<file path="src/rtl/nand_seq_pkg.sv">
package nand_seq_pkg;

    typedef enum logic [1:0] {
        KIND_CMD   = 2'b00,
        KIND_ADDR  = 2'b01,
        KIND_WRITE = 2'b10,
        KIND_READ  = 2'b11
    } cyc_kind_e;

    typedef enum logic [2:0] {
        ST_IDLE,
        ST_STROBE_LO,
        ST_STROBE_HI,
        ST_BLANK,
        ST_BUSY,
        ST_DONE
    } seq_state_e;

endpackage

</file>
<file path="src/rtl/nand_phase_cnt.sv">
// Down counter that times one strobe phase; last is high on the final clock.
module nand_phase_cnt #(
    parameter int W = 4
) (
    input  logic         clk,
    input  logic         rst_n,
    input  logic         load,
    input  logic [W-1:0] load_val,
    output logic         last
);
    logic [W-1:0] cnt_q;

    always_ff @(posedge clk or negedge rst_n) begin
        if (!rst_n) begin
            cnt_q <= '0;
        end else if (load) begin
            cnt_q <= load_val;
        end else if (cnt_q != '0) begin
            cnt_q <= cnt_q - 1'b1;
        end
    end

    assign last = (cnt_q == '0);
endmodule

</file>
<file path="src/rtl/nand_rb_watch.sv">
// Synchronises ready/busy and times the busy wait.
module nand_rb_watch #(
    parameter int TIMEOUT_CYC = 300000
) (
    input  logic clk,
    input  logic rst_n,
    input  logic nand_rb,
    input  logic run,
    output logic ready,
    output logic expired
);
    localparam int TW = $clog2(TIMEOUT_CYC + 1);

    logic          rb_s1, rb_s2;
    logic [TW-1:0] wait_cnt;

    always_ff @(posedge clk or negedge rst_n) begin
        if (!rst_n) begin
            rb_s1 <= 1'b1;
            rb_s2 <= 1'b1;
        end else begin
            rb_s1 <= nand_rb;
            rb_s2 <= rb_s1;
        end
    end

    always_ff @(posedge clk or negedge rst_n) begin
        if (!rst_n) begin
            wait_cnt <= '0;
        end else if (!run) begin
            wait_cnt <= '0;
        end else begin
            wait_cnt <= wait_cnt + 1'b1;
        end
    end

    assign ready   = rb_s2;
    assign expired = run && (wait_cnt == TW'(TIMEOUT_CYC - 1));
endmodule

</file>
<file path="src/rtl/nand_bus_seq.sv">
module nand_bus_seq
    import nand_seq_pkg::*;
#(
    parameter int DW          = 8,
    parameter int WE_LOW      = 2,
    parameter int WE_HIGH     = 2,
    parameter int BLANK_CYC   = 4,
    parameter int TIMEOUT_CYC = 300000
) (
    input  logic          clk,
    input  logic          rst_n,
    input  logic          req_valid,
    input  logic [1:0]    req_kind,
    input  logic [DW-1:0] req_byte,
    input  logic          req_wait,
    output logic          ack,
    output logic          rd_valid,
    output logic [DW-1:0] rd_data,
    output logic          timeout_err,
    output logic          nand_ce_n,
    output logic          nand_cle,
    output logic          nand_ale,
    output logic          nand_we_n,
    output logic          nand_re_n,
    output logic [DW-1:0] nand_dq_out,
    output logic          nand_dq_oe,
    input  logic [DW-1:0] nand_dq_in,
    input  logic          nand_rb
);
    localparam int MAX_STROBE = (WE_LOW > WE_HIGH) ? WE_LOW : WE_HIGH;
    localparam int MAX_PHASE  = (MAX_STROBE > BLANK_CYC) ? MAX_STROBE : BLANK_CYC;
    localparam int PW         = $clog2(MAX_PHASE + 1);

    seq_state_e    state_q, state_d;
    cyc_kind_e     kind_q;
    logic [DW-1:0] byte_q;
    logic          wait_q;
    logic [DW-1:0] rd_q;
    logic          err_q;

    logic          ph_load;
    logic [PW-1:0] ph_val;
    logic          ph_last;
    logic          rb_ready;
    logic          rb_expired;
    logic          accept;

    assign accept = (state_q == ST_IDLE) && req_valid;

    nand_phase_cnt #(.W(PW)) u_phase (
        .clk      (clk),
        .rst_n    (rst_n),
        .load     (ph_load),
        .load_val (ph_val),
        .last     (ph_last)
    );

    nand_rb_watch #(.TIMEOUT_CYC(TIMEOUT_CYC)) u_rbw (
        .clk     (clk),
        .rst_n   (rst_n),
        .nand_rb (nand_rb),
        .run     (state_q == ST_BUSY),
        .ready   (rb_ready),
        .expired (rb_expired)
    );

    // Next-state logic
    always_comb begin
        state_d = state_q;
        unique case (state_q)
            ST_IDLE:      if (req_valid) state_d = ST_STROBE_LO;
            ST_STROBE_LO: if (ph_last)   state_d = ST_STROBE_HI;
            ST_STROBE_HI: if (ph_last)   state_d = (wait_q && kind_q == KIND_CMD) ? ST_BLANK : ST_DONE;
            ST_BLANK:     if (ph_last)   state_d = ST_BUSY;
            ST_BUSY:      if (rb_ready || rb_expired) state_d = ST_DONE;
            ST_DONE:      state_d = ST_IDLE;
            default:      state_d = ST_IDLE;
        endcase
    end

    // Phase timer load on entry to a timed state
    always_comb begin
        ph_load = (state_d != state_q);
        unique case (state_d)
            ST_STROBE_LO: ph_val = PW'(WE_LOW - 1);
            ST_STROBE_HI: ph_val = PW'(WE_HIGH - 1);
            ST_BLANK:     ph_val = PW'(BLANK_CYC - 1);
            default:      ph_val = '0;
        endcase
    end

    // State register
    always_ff @(posedge clk or negedge rst_n) begin
        if (!rst_n) state_q <= ST_IDLE;
        else        state_q <= state_d;
    end

    // Request capture, read sampling and error flag
    always_ff @(posedge clk or negedge rst_n) begin
        if (!rst_n) begin
            kind_q <= KIND_CMD;
            byte_q <= '0;
            wait_q <= 1'b0;
            rd_q   <= '0;
            err_q  <= 1'b0;
        end else begin
            if (accept) begin
                kind_q <= cyc_kind_e'(req_kind);
                byte_q <= req_byte;
                wait_q <= req_wait;
                err_q  <= 1'b0;
            end
            if (state_q == ST_STROBE_LO && ph_last && kind_q == KIND_READ)
                rd_q <= nand_dq_in;
            if (state_q == ST_BUSY && !rb_ready && rb_expired)
                err_q <= 1'b1;
        end
    end

    // Outputs decoded from the state register
    always_comb begin
        nand_ce_n   = 1'b1;
        nand_cle    = 1'b0;
        nand_ale    = 1'b0;
        nand_we_n   = 1'b1;
        nand_re_n   = 1'b1;
        nand_dq_out = '0;
        nand_dq_oe  = 1'b0;
        ack         = 1'b0;
        rd_valid    = 1'b0;
        timeout_err = 1'b0;
        unique case (state_q)
            ST_STROBE_LO, ST_STROBE_HI: begin
                nand_ce_n = 1'b0;
                nand_cle  = (kind_q == KIND_CMD);
                nand_ale  = (kind_q == KIND_ADDR);
                if (kind_q == KIND_READ) begin
                    nand_re_n = (state_q != ST_STROBE_LO);
                end else begin
                    nand_we_n   = (state_q != ST_STROBE_LO);
                    nand_dq_out = byte_q;
                    nand_dq_oe  = 1'b1;
                end
            end
            ST_BLANK, ST_BUSY: nand_ce_n = 1'b0;
            ST_DONE: begin
                ack         = 1'b1;
                rd_valid    = (kind_q == KIND_READ);
                timeout_err = err_q;
            end
            default: ;
        endcase
    end

    assign rd_data = rd_q;
endmodule

</file>
<file path="config.mk">
export PLATFORM = sky130hd
export DESIGN_NAME = nand_bus_seq
export DESIGN_NICKNAME = d
export VERILOG_FILES = /design/src/rtl/nand_seq_pkg.sv /design/src/rtl/nand_phase_cnt.sv /design/src/rtl/nand_rb_watch.sv /design/src/rtl/nand_bus_seq.sv
export SDC_FILE = /design/constraint.sdc
export NUM_CORES = 1
export LEC_CHECK = 0
export ABC_CLOCK_PERIOD_IN_PS = 1900
export BUFFER_PORTS_ARGS = -buffer_cell sky130_fd_sc_hd__buf_4
export CAP_MARGIN = 20
export CORE_MARGIN = 2
export CORE_UTILIZATION = 49
export CTS_CLUSTER_SIZE = 14
export DETAILED_ROUTE_END_ITERATION = 6
export GPL_ROUTABILITY_DRIVEN = 0
export GPL_TIMING_DRIVEN = 0
export PLACE_DENSITY = 0.77
export SLEW_MARGIN = 15
export SYNTH_ARGS = -nofsm -noshare
export SYNTH_HDL_FRONTEND = slang
export SYNTH_SLANG_ARGS = --single-unit
</file>
<file path="constraint.sdc">
create_clock -name clk -period 1.9 [get_ports clk]
set_clock_uncertainty 0.15 [all_clocks]
set_input_delay 0.19 -clock clk [delete_from_list [all_inputs] [get_ports clk]]
set_output_delay 0.19 -clock clk [all_outputs]
set_load 0.02 [all_outputs]
</file>
# Word-level counts from Yosys, hierarchy flattened
# Cells that the tools add are included.
# totals
ff_bits	47
input_bits	23
mem_count	0
mem_bits_rw	0
rom_bits	0
latchBits	0
out_inout_bits	25
elab_cells	70
# classes
div_mod_pow	0
shifts	0
addsub	2
mul	0
n_lt_le_gt_ge	0
mux	27
bitwise_logic	0
n_reduce_logical	18
n_eq_ne	13
# ops
operator	count
$mux W3	8
$add A19 B1 Y19 const B	1
$eq A19 B19 Y1 const B	1
$mux W19	1
$mux W8	2
$pmux W3 S5	1
$mux W1	14
$eq A3 B2 Y1 const B	4
$logic_and A1 B1 Y1	7
$eq A3 B1 Y1 const B	2
$eq A3 B3 Y1 const B	2
$logic_not A3 Y1	2
$pmux W2 S2	1
$reduce_bool A2 Y1	2
$reduce_or A2 Y1	2
$reduce_or A4 Y1	1
$ne A3 B1 Y1 const B	1
$ne A3 B3 Y1	1
$reduce_bool A3 Y1	1
$sub A3 B1 Y3 const B	1
$eq A2 B1 Y1 const B	1
$eq A2 B2 Y1 const B	1
$logic_not A2 Y1	1
$logic_not A1 Y1	1
$logic_or A1 B1 Y1	1

# Logic depth before layout (Yosys ltp)
# Gate-level depths: netlist of run 1.
# depth
depth_word	9
ltp_mapped	6
mapped_depth_nobuf	6

# By module
# Synthesis of run 1 repeated with hierarchy kept, for this count alone.
# unflattened
cells_unflattened	219
area_unflattened_um2	2371.0
# modules_own_cells
mod	n_inst	seq_area_each_um2	area_per_inst_um2	cells_per_inst
nand_bus_seq	1	575.6	1144.8	98
nand_rb_watch	1	528.0	1024.7	100
nand_phase_cnt	1	75.1	201.4	21

# Worst setup path after synthesis of run 1
# Ideal clock, no wire load.
# synth_path
path_kind	reg-to-output
startpoint	register state_q[0]
endpoint	output port nand_dq_out[0]
t_arrival_ns	1.667
t_required_ns	1.560
stages_incl_launch_ff	6
path_slack_ns	-0.107
path_cell_list	dfrtp_1 > buf_2 > nor2b_1 > o21ai_0 > a21oi_1 > and2_1
# synth_via
elab_chain_len	3
# synth_rtl
item	line	rtl
start, declared	nand_bus_seq.sv:34	seq_state_e state_q, state_d;
start signal, assigned	nand_bus_seq.sv:95	else state_q <= state_d;
$eq A3 B1 Y1 / $eq A3 B2 Y1 (equally long branches)	nand_bus_seq.sv:132	unique case (state_q)
$reduce_or A2 Y1 *	--	
$mux W8 *	nand_bus_seq.sv:132	
end, declared	nand_bus_seq.sv:25	output logic [DW-1:0] nand_dq_out,
# Mark *: on every way between the ends. The rest lies on a longest branch, timed or not.

# Worst setup path after layout of run 1
# Ends and elaborated chain as after synthesis.

==> results of run 1 <==
final cells by class:
cell class                 count  area, sq um
multi-input combinational    158         1284
buffer                         7        63.81
clock inverter                 1        7.507
timing repair buffer          88        760.7
sequential                    47         1184
clock buffer                   7        96.34
tap                           54        67.56
inverter                       9        36.28
fill                         273         1192
flip-flops by register name, summed over array words and instances, names as in the netlist:
register	count
u_rbw.wait_cnt	19
u_phase.cnt_q	3
kind_q	2
err_q	1
u_rbw.rb_s1	1
state_q	3
byte_q	8
rd_data	8
wait_q	1
u_rbw.ready	1
cell usage after synthesis, types with 3 or more instances:
library cell / count
nor2b_1: 3
and2_1: 9
buf_2: 4
a21oi_1: 8
nor3_1: 5
nor3b_1: 3
dfrtp_1: 45
o21ai_0: 7
nor2_1: 21
nand3_1: 10
xor2_1: 6
ha_1: 3
and3_1: 6
xnor2_1: 6
nand2_1: 10
or3_1: 3
inv_1: 8
nand4_1: 3
mux2_2: 21
power breakdown:
part	internal, W	switching [W]
Sequential	0.00127	0.000234
Combinational	0.00147	0.00136
Clock	0.000332	0.000354
Total	0.00307	0.00194
what timing repair did:
item	4_1_cts	5_1_grt
gates cloned	2	0
pin swaps	10	9
buffers inserted	15	5
hold buffers	21	0
resized for setup	33	27
setup endpoints to repair	33	39
endpoints found under the hold margin	65	0
worst register-to-register path, stage by stage (launching register included):
cell and delay [ps]:
dfrtp_2 510, or3b_2 530, or3_1 330, a21oi_1 180, mux2_2 190
cells in the final DEF (no fill, tap or decap), drive strengths merged, types with 2 or more instances in the layout:
cell,instances
or3,4
xor2,6
nor2,22
a211oi,2
mux2,21
and3,7
or4,2
dfstp,2
xnor2,6
ha,3
a21oi,9
nand3,10
or2,2
nand4,4
dlygate4sd3,21
and2,10
o21ai,7
nand2,10
o311ai,2
o31ai,2
dfrtp,45
nand2b,2
nor3b,3
inv,9
or3b,2
buf,73
nor3,5
nor2b,3
clkbuf,8
and4,2
metrics by stage:
stage                       util  cells
after floorplan                -    220
after global placement    0.5968    321
after detailed placement  0.5968    321
after CTS                 0.7152    366
after global routing      0.7459    371
final                     0.7459    371
routing by layer:
layer	part of all wire	global-route usage	up-vias
li1	-	-	971
met1	0.39	0.3146	1062
met2	0.55	0.4364	61
met3	0.037	0.04938	16
met4	0.022	0.1051	0
met5	0	0	-
cells by family (layout without fill, tap and decap cells):
kind of cell,count (synthesis),in the layout,share of synthesized area
and+or+nand+nor,93,93,0.2268
DFF,47,47,0.4992
AOI/OAI and AO/OA,27,28,0.07525
muxes,22,22,0.1044
buffers and inverters,16,112,0.03391
xor gates and xnor gates,12,12,0.04451
adders and majority gates,3,3,0.01590
path summary, 6_finish.rpt:
check / startpoint / end / slack [ps] / cells past startpoint
worst max-delay path: state_q[0] / nand_dq_out[0] / -60 / 6
worst min-delay path: req_valid / state_q[0] / 170 / 3
worst max register to register: kind_q[1] / u_phase.cnt_q[1] / -50 / 4
worst min register to register: u_rbw.rb_s1 / u_rbw.ready / 210 / 0
max in group asynchronous: rst_n / u_rbw.wait_cnt[16] / 890 / 2
min in group asynchronous: rst_n / u_rbw.wait_cnt[10] / 280 / 2
==> results.md, run 1 <==
* Proportion of register bits with asynchronous set or reset after synthesis at 1.000
* Delay contributed by the slowest stage of the critical path at 400 ps
* Achievable clock frequency at 0.5102 GHz
* Routed vias/inst at 5.687
* Total Routing Usage GR at 0.2546
* Overall die area at 0.005390 sq mm
* Setup repair after global routing missed its margin: true
* Num ports at 48
* Buffer levels on the longest clock path at 2
* Status: finished, violations left
* Per-cell routed wire length at 17.89 um
* Worst path most repeated cell: buf_6
* Area delta synth->final at 48.22%
* Netlist Area Pre-Place at 0.002361 sq mm
* Starting DRC count in detailed routing at 231
* Power per Cell Area at 1432 mW/mm^2
* Worst-Skew Late Latency at 310 ps
* Leading register cell type out of synthesis: dfrtp_1
* First-pass GRT wire length at 10.34 mm
* Relative slew slack at 0.6006
* CP Launch Type: flop
* Setup-failing EPs final at 13
* Detailed-route wire length at 6.638 mm
* Number of flops mapped to enable cells by yosys at 0
* Leakage at 1.542 nW
* Synthesized net count at 246
* Count of max-cap constraint violations at 0
* Count of different cell masters after synthesis at 49
* Min Hold Slack at 172.8 ps
* Period utilisation layout at 1.032
* Mean Syn Cell Area at 10.73 sq um
* Crit path cell chain: buf_6 -> nor2b_4 -> o21ai_4 -> a21oi_4 -> and2_4 -> buf_6
* Post-synth top area share at 0.4769
* Antenna violations before repair at 0
* Setup tns final at -532.6 ps
* Global-route congestion overflow total at 0
* Level count of the clock H-tree at 2
* Placeable core area at 0.004692 sq mm
* Sum of buffers and inverters on the critical path at 2
* Register bit count reported by yosys at 47
* Violated checks: negative setup slack
* Final Critical Period at 1960 ps
* Half-perimeter wire length of the detailed placement result at 3.373 mm
* I/O Buffers at 47
* Master of the slowest instance on the critical path: dfrtp_1
* Biggest fanout along the worst timing path at 5
* Die width at 73.42 um
* Root Buffer: clkbuf_8
* First-pass DRT Iterations at 4
* Initial core utilization at 0.5032
* DIE HEIGHT at 73.42 um
* Layout cell share with drive strength beyond 1 at 0.4606
* Part of the Yosys area used for sequential elements at 0.4992
* PnR worst setup slack at -60.06 ps
* Data arrival time of the worst path at 1620 ps
* Number of warnings issued by yosys at 0
* Sort of element at the end of the critical path: primary output
* Num rows at 25
* Number of global-route vias before repair at 2,157
* Total power at 0.005011 W
* Vias post-DR at 2,110
* Post-route DRC violation count at 0
* Slew at the pin with the worst max-slew slack at 599.1 ps
* CTS Buf Count at 5
* Num Clock Sinks at 47
* Clock transition at path regs at 90 ps
* TritonCTS clock tree: done
* IR Drop Worst-Case VDD at 1178 uV
* Critical setup path kind: flop to primary output
* # diodes at 0
* Number of nets in the final layout at 342
* Cell count after synthesis at 220
* Cell area after layout at 0.003500 sq mm
* Post-route antenna net violation count at 0
* Final Hold Violating Endpoints at 0
* Yosys top cell by area: dfrtp_1
* Cell family with the largest share of critical-path delay: flip-flops
* Count of pins over their slew limit at 0
* Dominant cells by area after synthesis: dfrtp_1 48%, mux2_2 10%, nor2_1 3.3%, and2_1 2.4%, dfstp_2 2.2%
* WP data required at 1560 ps
* Dpl ws at -233.7 ps
* Largest net degree at the start of global routing at 48
* Instance area after placement at 0.002800 sq mm
* Type of the tightest min-delay check: input pin to flop
Power figures use the tool's default switching activity.
==> run 2, diff against run 1 <==
--- a/config.mk
+++ b/config.mk
@@ -5,7 +5,6 @@
 export SDC_FILE = /design/constraint.sdc
 export NUM_CORES = 1
 export LEC_CHECK = 0
-export ABC_CLOCK_PERIOD_IN_PS = 1900
 export BUFFER_PORTS_ARGS = -buffer_cell sky130_fd_sc_hd__buf_4
 export CAP_MARGIN = 20
 export CORE_MARGIN = 2
@@ -14,7 +13,7 @@
 export DETAILED_ROUTE_END_ITERATION = 6
 export GPL_ROUTABILITY_DRIVEN = 0
 export GPL_TIMING_DRIVEN = 0
-export PLACE_DENSITY = 0.77
+export PLACE_DENSITY = 0.75
 export SLEW_MARGIN = 15
 export SYNTH_ARGS = -nofsm -noshare
 export SYNTH_HDL_FRONTEND = slang
==> results.md, run 2 (same netlist as run 1, synthesis figures left out) <==
* Biggest fanout along the worst timing path at 4 (-1)
* Type of the tightest min-delay check: input pin to flop
* Post-route DRC violation count at 0 (unchanged)
* First-pass DRT Iterations at 4 (unchanged)
* Layout cell share with drive strength beyond 1 at 0.4814 (+0.02080)
* Routed vias/inst at 5.657 (-0.53%)
* Relative slew slack at 0.6088 (+0.008213)
* IR Drop Worst-Case VDD at 1108 uV (-5.9%)
* First-pass GRT wire length at 9.784 mm (-5.3%)
* Initial core utilization at 0.5032 (unchanged)
* DIE HEIGHT at 73.42 um (unchanged)
* Setup repair after global routing missed its margin: true
* Root Buffer: clkbuf_8
* Number of nets in the final layout at 347 (+1.5%)
* Master of the slowest instance on the critical path: dfrtp_1
* Detailed-route wire length at 6.737 mm (+1.5%)
* Hold-critical path depth at 3 (unchanged)
* Delay contributed by the slowest stage of the critical path at 440 ps (+40 ps)
* PnR worst setup slack at -125.8 ps (-65.75 ps)
* Global-route congestion overflow total at 0 (unchanged)
* Num ports at 48 (unchanged)
* Min Hold Slack at 177.4 ps (+4.561 ps)
* Instance area after placement at 0.002800 sq mm (unchanged)
* Overall die area at 0.005390 sq mm (unchanged)
* Slew at the pin with the worst max-slew slack at 586.8 ps (-12.32 ps)
* Vias post-DR at 2,127 (+0.81%)
* Number of global-route vias before repair at 2,086 (-3.3%)
* Final Hold Violating Endpoints at 0 (unchanged)
* Setup-failing EPs final at 22 (+9)
* R2R depth at 7 (+3)
* Largest net degree at the start of global routing at 48 (unchanged)
* Commonest non-fill, non-tap cell in the layout: buf_4
* I/O Buffers at 47 (unchanged)
* Num Clock Sinks at 47 (unchanged)
* TritonCTS clock tree: done
* Largest register by flop count: u_rbw.wait_cnt
* Commonest cells after routing, fill and taps aside: 61 x buf_4, 39 x dfrtp_1, 21 x nor2_1, 21 x dlygate4sd3_1, 19 x mux2_2
* Leakage at 1.572 nW (+1.9%)
* Sort of element at the end of the critical path: flop
* Post-route antenna net violation count at 0 (unchanged)
* Level count of the clock H-tree at 2 (unchanged)
* CTS Buf Count at 5 (unchanged)
* Clock transition at path regs at 100 ps (about the same)
* Buffer levels on the longest clock path at 2 (unchanged)
* Antenna violations before repair at 0 (unchanged)
* Violated checks: negative setup slack
* Area delta synth->final at 50.19%
* Total power at 0.005046 W (+0.71%)
* Count of pins over their slew limit at 0 (unchanged)
* # diodes at 0 (unchanged)
* Crit path cell chain: buf_6 -> buf_4 -> nor3b_1 -> a211oi_2 -> a211oi_2 -> buf_4 -> mux2_4
* Final Critical Period at 2026 ps (+65.75 ps)
* Die width at 73.42 um (unchanged)
* Data arrival time of the worst path at 2070 ps (+450 ps)
* Starting DRC count in detailed routing at 114 (-51%)
* Per-cell routed wire length at 17.92 um (+0.14%)
* Setup tns final at -1691 ps (-1158 ps)
* Worst-Skew Late Latency at 310 ps (about the same)
* Count of max-cap constraint violations at 0 (unchanged)
* Placeable core area at 0.004692 sq mm (unchanged)
* Half-perimeter wire length of the detailed placement result at 3.398 mm (+0.72%)
* Critical setup path kind: flop to flop
* Achievable clock frequency at 0.4936 GHz (-3.2%)
* CP Launch Type: flop
* Cell area after layout at 0.003546 sq mm (+1.3%)
* WP data required at 1940 ps (+380 ps)
* Period utilisation layout at 1.066 (+0.03460)
* Power per Cell Area at 1423 mW/mm^2 (-0.61%)
* Total Routing Usage GR at 0.2411 (-0.01355)
* Num rows at 25 (unchanged)
* Number of flip-flops in the largest register at 19 (unchanged)
* Status: finished, violations left
-- run 2: final timing paths --
check	slack, ps	end	startpoint
worst min register to register	210	u_rbw.ready	u_rbw.rb_s1
min in group asynchronous	270	byte_q[7]	rst_n
worst max register to register	-130	u_phase.cnt_q[0]	state_q[1]
worst min-delay path	180	state_q[0]	req_valid
worst max-delay path	-130	u_phase.cnt_q[0]	state_q[1]
max in group asynchronous	900	u_rbw.wait_cnt[5]	rst_n
-- run 2: timing repair --
item	CTS	global route
endpoints found under the hold margin	65	0
setup buffers	17	9
pin swaps	10	14
setup endpoints to repair	31	36
gates resized for setup	28	41
hold buffers	21	0
gates cloned	1	0
-- run 2: area by class of cell --
class | instances | area, sq um
clock inverters | 3 | 18.77
inverters | 9 | 36.28
well taps | 54 | 67.56
clock buffers | 5 | 68.82
flip-flops and latches | 47 | 1186
plain buffers | 7 | 57.56
multi-input cells | 158 | 1311
fillers | 297 | 1146
repair buffers | 93 | 799.5
-- run 2: metal layers --
layer  vias up  track usage  routed length, um
met4         0       0.1111                110
met2        76       0.4054               3664
met5         -            0                  0
li1        989            -                  -
met1      1052       0.2957               2671
met3        10      0.05213                291
-- run 2: stage by stage --
stage | util | std cells | worst slack, ps
floorplan | - | 220 | 34.43
global placement | 0.5968 | 321 | -193.0
detailed placement | 0.5968 | 321 | -236.4
CTS | 0.7099 | 367 | 2.935
global route | 0.7557 | 376 | -197.0
finish | 0.7557 | 376 | -125.8
-- run 2: critical path, delay by kind of cell (launching register included) --
family,cells,cell delay [ps]
buf+inv,3,470
flops,1,440
mux,1,310
compound gates,2,290
simple gates,1,240
-- run 2: power breakdown --
part	internal [W]	total, W	switching (W)
Combinational	0.00150	0.00290	0.00140
Sequential	0.00127	0.00152	0.000249
Clock	0.000260	0.000630	0.000370
==> run 3, diff against run 2 <==
--- a/config.mk
+++ b/config.mk
@@ -8,12 +8,12 @@
 export BUFFER_PORTS_ARGS = -buffer_cell sky130_fd_sc_hd__buf_4
 export CAP_MARGIN = 20
 export CORE_MARGIN = 2
-export CORE_UTILIZATION = 49
+export CORE_UTILIZATION = 50
 export CTS_CLUSTER_SIZE = 14
 export DETAILED_ROUTE_END_ITERATION = 6
 export GPL_ROUTABILITY_DRIVEN = 0
 export GPL_TIMING_DRIVEN = 0
-export PLACE_DENSITY = 0.75
+export PLACE_DENSITY = 0.74
 export SLEW_MARGIN = 15
 export SYNTH_ARGS = -nofsm -noshare
 export SYNTH_HDL_FRONTEND = slang
==> constraint.sdc (replaced) <==
create_clock -name clk -period 2.6 [get_ports clk]
set_clock_uncertainty 0.15 [all_clocks]
set_input_delay 0.26 -clock clk [delete_from_list [all_inputs] [get_ports clk]]
set_output_delay 0.26 -clock clk [all_outputs]
set_load 0.02 [all_outputs]
==> results.md, run 3 (same netlist as run 1, synthesis figures left out) <==
* Initial core utilization at 0.5312 (+0.02805)
* Launch point of the worst reg-to-reg path: u_phase.cnt_q[0]
* Largest register by flop count: u_rbw.wait_cnt
* Slew at the pin with the worst max-slew slack at 575.4 ps (-11.37 ps)
* Level count of the clock H-tree at 2 (unchanged)
* Worst-Skew Late Latency at 300 ps (about the same)
* Achievable clock frequency at 0.4228 GHz
* First-pass DRT Iterations at 4 (unchanged)
* First-pass GRT wire length at 8.155 mm (-17%)
* Non-filler cells in the finished layout at 329 (-13%)
* Count of pins over their slew limit at 0 (unchanged)
* Detailed-route wire length at 4.721 mm (-30%)
* Worst Min Path Start: req_byte[6]
* Period utilisation layout at 0.9098
* # diodes at 0 (unchanged)
* R2R depth at 6 (-1)
* I/O Buffers at 47 (unchanged)
* Routed vias/inst at 5.480 (-3.1%)
* Area delta synth->final at 22.31%
* Number of global-route vias before repair at 1,778 (-15%)
* DIE HEIGHT at 72.72 um (-0.95%)
* Die width at 72.72 um (-0.95%)
* Total Routing Usage GR at 0.1981 (-0.04298)
* WP data required at 2190 ps (+250 ps)
* Sort of element at the end of the critical path: primary output
* Half-perimeter wire length of the detailed placement result at 3.421 mm (+0.69%)
* Global-route congestion overflow total at 0 (unchanged)
* Total power at 0.002876 W (-43%)
* Biggest fanout along the worst timing path at 10 (+6)
* Commonest cells after routing, fill and taps aside: 47 x buf_4, 45 x dfrtp_1, 21 x nor2_1, 21 x mux2_2
* Clock transition at path regs at 90 ps (about the same)
* Type of the tightest min-delay check: input pin to flop
* Data arrival time of the worst path at 1960 ps (-110 ps)
* CTS Buf Count at 5 (unchanged)
* Layout cell share with drive strength beyond 1 at 0.3357 (-0.1456)
* Final Critical Period at 2365 ps
* Leakage at 1.295 nW (-18%)
* Setup tns final at 0 ps (+1691 ps)
* Starting DRC count in detailed routing at 112 (-1.8%)
* Buffer levels on the longest clock path at 2 (unchanged)
* Hold Crit Endpoint: byte_q[6]
* Num ports at 48 (unchanged)
* IR Drop Worst-Case VDD at 777.8 uV (-30%)
* Status: completed
* Setup-failing EPs final at 0 (-100%)
* Worst flop-to-flop path endpoint: u_phase.cnt_q[1]
* CP Launch Type: flop
* Cell Count Post-Placement at 319 (-0.62%)
* Post-route antenna net violation count at 0 (unchanged)
* Count of buffers added by post-CTS timing repair for setup at 0 (-17)
* Vias post-DR at 1,803 (-15%)
* Num rows at 24 (-4.0%)
* Placeable core area at 0.004444 sq mm (-5.3%)
* Hold-critical path depth at 2 (-1)
* Count of max-cap constraint violations at 0 (unchanged)
* Final Hold Violating Endpoints at 0 (unchanged)
* Num Clock Sinks at 47 (unchanged)
* Post-route DRC violation count at 0 (unchanged)
* Commonest non-fill, non-tap cell in the layout: buf_4
* Per-cell routed wire length at 14.35 um (-20%)
* Number of flip-flops in the largest register at 19 (unchanged)
* Relative slew slack at 0.6164 (+0.007582)
* Overall die area at 0.005287 sq mm (-1.9%)
* Dpl ws at 340.6 ps (+577.0 ps)
* Power per Cell Area at 995.8 mW/mm^2 (-30%)
* Antenna violations before repair at 0 (unchanged)
* Setup repair after global routing missed its margin: false
* Min Hold Slack at 37.33 ps (-140.1 ps)
* Root Buffer: clkbuf_8
* Number of nets in the final layout at 302 (-13%)
* PnR worst setup slack at 234.6 ps (+360.4 ps)
* TritonCTS clock tree: done
* Largest net degree at the start of global routing at 48 (unchanged)
* Fill count at 362 (+22%)
* Reg2reg setup slack at 360 ps (+490 ps)
* Critical setup path kind: flop to primary output
-- run 3: cell types whose count changed in the layout (fill, tap and decap cells not counted), moves of 6 or more --
cell / previous run / this run
dfrtp_2: 6 / 0
dlygate4sd3_1: 21 / 2
and2_1: 1 / 9
buf_4: 61 / 47
and2_4: 8 / 0
dfrtp_1: 39 / 45
buf_6: 16 / 2
-- run 3: worst max path at each step --
stage,startpoint,slack [ps],end
3_5_place_dp,u_phase.cnt_q[0],340,u_phase.cnt_q[1]
5_1_grt,state_q[0],30,nand_dq_out[4]
4_1_cts,state_q[0],80,nand_dq_out[3]
6_report,state_q[0],230,nand_dq_out[3]
2_1_floorplan,state_q[0],520,nand_dq_out[0]
3_3_place_gp,u_phase.cnt_q[0],340,u_phase.cnt_q[1]
-- run 3: layout make-up --
class	count	area [sq um]	share of cell area
well taps	52	65.06	0.02253
clock buffers	6	72.57	0.02513
plain buffers	7	46.29	0.01603
inverters	9	33.78	0.01170
multi-input cells	157	1106	0.3830
flip-flops and latches	47	1179	0.4081
clock inverters	2	12.51	0.004333
repair buffers	49	372.9	0.1291
-- run 3: what timing repair did --
| item | CTS | global route |
|---|---|---|
| resized for setup | 0 | 1 |
| endpoints found under the setup margin | 0 | 9 |
| hold endpoints to repair | 46 | 0 |
| hold buffers | 2 | 0 |
-- run 3: power breakdown --
part / switching, W / leakage [nW] / total [W] / internal, W
registers: 0.000118 / 0.607 / 0.00104 / 0.000922
clock network: 0.000241 / 0.0412 / 0.000429 / 0.000188
logic: 0.000745 / 0.647 / 0.00141 / 0.000661
-- run 3: worst max-delay path, stage by stage, from the launching register on --
cell and delay (ps):
dfrtp_1 350, buf_2 190, nor2b_1 230, o21ai_0 210, a21oi_2 340, and2_1 190
buf_4 140
-- run 3: metal layers --
layer,vias up,GRT usage,wire (um)
li1,898,-,-
met1,857,0.2753,2277
met2,44,0.3040,2186
met3,4,0.06215,221
met4,0,0.04938,36
met5,-,0,0
-- run 3: through the flow --
step,cell area [sq um],util
2_1_floorplan,2361,-
3_3_place_gp,2779,0.6253
3_5_place_dp,2779,0.6253
4_1_cts,2884,0.6489
5_1_grt,2888,0.6498
6_report,2888,0.6498
